`config.mk`:
```
export PLATFORM = sky130hd
export DESIGN_NAME = gpio_setclr_bank
export DESIGN_NICKNAME = d
export VERILOG_FILES = /design/src/rtl/gpio_setclr_bank.sv
export SDC_FILE = /design/constraint.sdc
export NUM_CORES = 1
export LEC_CHECK = 0
export BUFFER_PORTS_ARGS = -buffer_cell sky130_fd_sc_hd__buf_2
export CORE_MARGIN = 5
export CORE_UTILIZATION = 35
export DETAILED_ROUTE_END_ITERATION = 8
export REMOVE_ABC_BUFFERS = 1
export SYNTH_ARGS = -nofsm -noshare
export SYNTH_HDL_FRONTEND = slang
export SYNTH_SLANG_ARGS = --single-unit
```
`constraint.sdc`:
```
create_clock -name clk -period 3.65 [get_ports clk]
set_input_delay 0.5475 -clock clk [delete_from_list [all_inputs] [get_ports clk]]
set_output_delay 0.5475 -clock clk [all_outputs]
set_load 0.03 [all_outputs]
```
`src/rtl/gpio_setclr_bank.sv`:
```
module gpio_setclr_bank #(
  parameter int NL = 16
) (
  input  logic          clk,
  input  logic          rst_n,
  input  logic          req,
  input  logic          we,
  input  logic [NL:0]   addr,
  input  logic [NL-1:0] wdata,
  output logic [NL-1:0] rdata,
  output logic          ready,
  input  logic [NL-1:0] pin_in,
  output logic [NL-1:0] pin_out,
  output logic [NL-1:0] pin_oe,
  output logic          irq
);
  logic [NL-1:0] s1, s2, s3, dout, oe, typ, pol, ie, st;

  wire            wr      = req & we;
  wire            mwr     = wr & addr[NL];
  wire            rwr     = wr & ~addr[NL];
  wire [3:0]      sel     = addr[3:0];
  wire [NL-1:0]   mask    = addr[NL-1:0];
  wire [NL-1:0]   clr_w   = (rwr && sel == 4'd10) ? wdata : '0;
  wire [NL-1:0]   lvl_act = (pol & s2) | (~pol & ~s2);
  wire [NL-1:0]   edge_hit = typ & ((pol & s2 & ~s3) | (~pol & ~s2 & s3));
  wire [NL-1:0]   st_nx   = (typ & st & ~clr_w) | edge_hit | (~typ & lvl_act);

  assign pin_out = dout;
  assign pin_oe  = oe;
  assign irq     = |(st & ie);

  always_ff @(posedge clk) begin
    if (!rst_n) begin
      {s1, s2, s3, dout, oe, typ, pol, ie, st} <= '0;
      rdata <= '0;
      ready <= 1'b0;
    end else begin
      s1 <= pin_in;
      s2 <= s1;
      s3 <= s2;
      st <= st_nx;
      ready <= req;
      if (mwr) dout <= (dout & ~mask) | (wdata & mask);
      if (rwr) begin
        case (sel)
          4'd1: dout <= wdata;
          4'd2: oe   <= oe | wdata;
          4'd3: oe   <= oe & ~wdata;
          4'd4: typ  <= typ | wdata;
          4'd5: typ  <= typ & ~wdata;
          4'd6: pol  <= pol | wdata;
          4'd7: pol  <= pol & ~wdata;
          4'd8: ie   <= ie | wdata;
          4'd9: ie   <= ie & ~wdata;
          default: ;
        endcase
      end
      if (req) begin
        if (addr[NL]) rdata <= dout;
        else begin
          case (sel)
            4'd0:       rdata <= s2;
            4'd1:       rdata <= dout;
            4'd2, 4'd3: rdata <= oe;
            4'd4, 4'd5: rdata <= typ;
            4'd6, 4'd7: rdata <= pol;
            4'd8, 4'd9: rdata <= ie;
            4'd10:      rdata <= st;
            default:    rdata <= '0;
          endcase
        end
      end
    end
  end

  p_ready_follows_req_r13: assert property (@(posedge clk) disable iff (!rst_n)
    req |=> ready);

  p_mask_keeps_rest_r4: assert property (@(posedge clk) disable iff (!rst_n)
    mwr |=> (dout & ~$past(mask)) == ($past(dout) & ~$past(mask)));

  p_oe_clear_r5: assert property (@(posedge clk) disable iff (!rst_n)
    (rwr && sel == 4'd3) |=> (oe & $past(wdata)) == '0);

  p_edge_sticky_r7: assert property (@(posedge clk) disable iff (!rst_n)
    $past(rst_n) |-> (st & $past(st & typ & ~clr_w)) == $past(st & typ & ~clr_w));

  p_level_follows_r10: assert property (@(posedge clk) disable iff (!rst_n)
    $past(rst_n) |-> ((st ^ $past(lvl_act)) & $past(~typ)) == '0);

  p_edge_beats_clear_r12: assert property (@(posedge clk) disable iff (!rst_n)
    $past(rst_n) |-> (st & $past(edge_hit)) == $past(edge_hit));
endmodule

```
# After elaboration in Yosys (flattened, before gate mapping)
# Cells that the tools add are included.
[totals] ff_bits=161 input_bits=53 output_inout_bits=50 elab_cells=81
[op_classes] eq_ne=10 n_mux=10 n_bitwise=35 reduce_logical=15
[op_table] operator="AND 16 bit" n=15
[op_table] operator="bitwise OR 16 bit" n=9
[op_table] operator="case mux 16 bit (2 select lines)" n=4
[op_table] operator="inverter 16 bit" n=7
[op_table] operator="case mux 16 bit (7 select lines)" n=1
[op_table] operator="2-to-1 mux 16 bit" n=5
[op_table] operator="== test 4 x 3 -> 1 bit, second input constant" n=4
[op_table] operator="OR reduction 16 bit" n=1
[op_table] operator="== test 4 bit, second input constant" n=3
[op_table] operator="== test 4 x 2 -> 1 bit, second input constant" n=2
[op_table] operator="AND reduction 2 bit" n=4
[op_table] operator="nonzero test 2 bit" n=4
[op_table] operator="OR reduction 2 bit" n=4
[op_table] operator="== test 4 x 1 -> 1 bit, second input constant" n=1
[op_table] operator="zero test 4 bit" n=1
[op_table] operator="AND 1 bit" n=3
[op_table] operator="logical AND 1 bit" n=1
[op_table] operator="inverter 1 bit" n=1

# Logic depth before layout (Yosys ltp)
[depth] depth_word=8 ltp_mapped=8 mapped_depth_nobuf=5

# Worst setup path before layout
# No wires, ideal clock.
[synth_timing] kind="input-to-reg" start="input addr[3]" end="register (tool-made name)" setup_ns=0.091 arrival_time_ns=1.764 required_time_ns=3.559 slack_ns=1.795 cell_stages=7 path_buffers=3 cell_sequence="buf_2 nand2b_1 buf_2 nor4b_4 buf_4 a21oi_1 a311oi_1"
[synth_rtl] item="from (decl)" line_no="8" text="input logic [NL:0] addr,"

# Final worst setup path
[layout_timing] start="register st[10]" end="output irq"
[layout_via] elab_chain_len=2
[layout_lines] item="from (decl)" line_no="17" text="logic [NL-1:0] s1, s2, s3, dout, oe, typ, pol, ie, st;"
[layout_lines] item="from (signal assigned)" line_no="42" text="st <= st_nx;"
[layout_lines] item="AND 16 bit" line_no="31" text="assign irq = |(st & ie);"
[layout_lines] item="OR reduction 16 bit" line_no="31"
[layout_lines] item="to (decl)" line_no="15" text="output logic irq"
# Every way passes these cells.

==> impl_metrics.ini <==
[run_status]
outcome = completed

[timing]
holdWs_ns = 0.316
clock_skew_ns = 0.00686
max_slew_margin = 0.285
maxSlewViolCount = 0
tightest_slew_ns = 1.07
setup_viol = 0
setup_tns_ns = 0
fmax_mhz = 433
period_needed_ns = 2.31
rsz0062_at_grt = false
hold_viol = 0
period_share = 0.633

[clocking]
cts_buffer_depth = 2
cts.sinks = 161
post_cts_buffers = 0
clockRootBuffer = clkbuf_16
cts_tree = built
cts_hold_buf = 0
clk_latency_ns = 0.43
cts-buffers-inserted = 17
cts.clk_slew.worst_paths_ns = 0.07
cts_resized = 0
htreeDepth = 4

[setup_path]
path_class = flop to primary output
max_stage_delay_ns = 0.34
crit_slowest_cell = dfxtp_1
r2r_setup_slack_ns = 2.55
cp_top_family = compound AO/OA/AOI/OAI gates
r2r_start = s2[12]
r2r_end = st[12]
cp_num_buf_inv = 1
cp.arrival_ns = 1.76
cp-end-kind = primary output
crit_start = st[10]
startpoint_type = flop
crit_fanout = 3
path_cells = a22o_1, a221oi_1, nand4_1, buf_2
rr_worst_depth = 5
crit_required_ns = 3.10

[synth]
synthFlopType = dfxtp_1
ys_ff_latch = 161
synth-edff-count = 0
synth_cells = 861
async_flop_share = 0
yosys_warnings = 0
yosysSeqAreaShare = 0.423
netlist_area_um2 = 7620
synth_area_leaders = dfxtp_1 (42%), mux2i_1 (8.4%), a311oi_1 (5.5%), ha_1 (5.3%), a21oi_1 (4.3%)
synth.most_common_cell = dfxtp_1
netlist_top_cells_count = dfxtp_1 (161), nand2_1 (84), a21oi_1 (65)
synth.avg_cell_area_um2 = 8.86
yosys.area.top_type = dfxtp_1
yosysTopAreaCellShare = 0.423
synth_cell_types = 41

[finish]
final_nets = 1002
drive_gt1_frac = 0.175
multi_input_area_um2 = 3820
fill_cells = 2181
num_antenna_cells = 0
area_delta_synth_final_pct = 17.3
register_area_um2 = 3220

[pwr]
switchingPower_mw = 1.04
powerDensity_nw_per_um2 = 469
p_leak_nw = 3.64
p_total_mw = 4.19
seqPwrFrac = 0.441
p_int_mw = 3.15
p_clk_frac = 0.469
combPwrFrac = 0.090
peakVddDrop_v = 0.000306
swShare = 0.249

[route]
wirelength_um = 23800
drt-initial-drc-count = 568
top_layer = met4
vias_per_cell = 5.51
drcViolationCount = 0
vias = 6669
dr_wl_met3_um = 1550
ant_nets = 0
wl_per_cell_um = 19.7
met1_length_um = 10600
met2_length_um = 11200
drtPass1Iterations = 5

[hold_path]
hold-path-cell-count = 2
hold_end = s1[9]
worstHoldStart = pin_in[9]
hold_path.class = primary input to flop

[die]
core_um2 = 21600
dieArea_um2 = 24800
die_h_um = 158
start_util = 0.353
rows = 54
die_w_um = 158
ios = 103

[global_route]
globalRouteOverflowTotal = 0
grt_usage = 0.191
grt_max_degree = 57
antenna_found_initial = 0
grt_pass1_vias = 6322
grt_pass1_wl_um = 36700

[place]
dp_hpwl_um = 15300
port_buffers = 102
gp_congestion = 0.793

[job]
drv_cap = 0
## final cells by class
type / count / area share
Clock buffer: 19 / 0.0484
Clock inverter: 13 / 0.0235
Inverter: 51 / 0.0214
Multi-Input combinational cell: 559 / 0.427
Sequential cell: 161 / 0.360
Tap cell: 280 / 0.0392
Timing Repair Buffer: 127 / 0.0800
## power by group through the flow
stage | clock [mW] | combinational [mW] | sequential (mW)
after CTS | 1.99 | 0.378 | 1.85
after global routing | 2.08 | 0.412 | 1.85
after floorplan | 0 | 0.142 | 1.90
final | 1.96 | 0.379 | 1.85
after detailed placement | 0 | 0.376 | 1.89
after global placement | 0 | 0.372 | 1.89
## routing by layer
metal,global-route usage,up-vias
met3,0.0421,27
met4,0.0582,0
li1,-,3226
met5,0,-
met1,0.254,3169
met2,0.312,247
## placed cells by master, fill, tap and decap left out, drive strengths merged, types with 18 or more instances in the layout
| cell type | instances |
|---|---|
| dfxtp | 161 |
| buf | 127 |
| nand2 | 84 |
| a21oi | 65 |
| mux2i | 64 |
| o21ai | 64 |
| inv | 51 |
| a311oi | 48 |
| and2 | 34 |
| ha | 32 |
| clkbuf | 19 |
| and3 | 18 |
## logic make-up (layout without fill, tap and decap cells)
kind of cell / after synthesis / count (layout) / share of synthesized area
adder cells (fa/ha/maj): 32 / 32 / 0.0525
AND/OR/NAND/NOR: 197 / 197 / 0.133
multiplexers: 64 / 64 / 0.0840
flip-flops: 161 / 161 / 0.423
AO/OA/AOI/OAI: 266 / 266 / 0.231
buffers and inverters: 141 / 210 / 0.0770
## through the flow
stage | utilization | worst slack, ns | instances | instance area (um2)
finish | 0.414 | 1.34 | 1210 | 8940
global route | 0.414 | 1.26 | 1210 | 8940
CTS | 0.414 | 1.33 | 1210 | 8940
detailed placement | 0.384 | 1.10 | 1178 | 8300
global placement | 0.384 | 1.15 | 1178 | 8300
floorplan | - | 1.29 | 771 | 7230
## worst max-delay path by stage
| stage | endpoint | cells past startpoint |
|---|---|---|
| 2_1_floorplan | flop | 4 |
| 3_3_place_gp | flop | 5 |
| 3_5_place_dp | flop | 5 |
| 4_1_cts | irq | 4 |
| 5_1_grt | irq | 4 |
| 6_report | irq | 4 |
(Power assumes the default switching activity.)
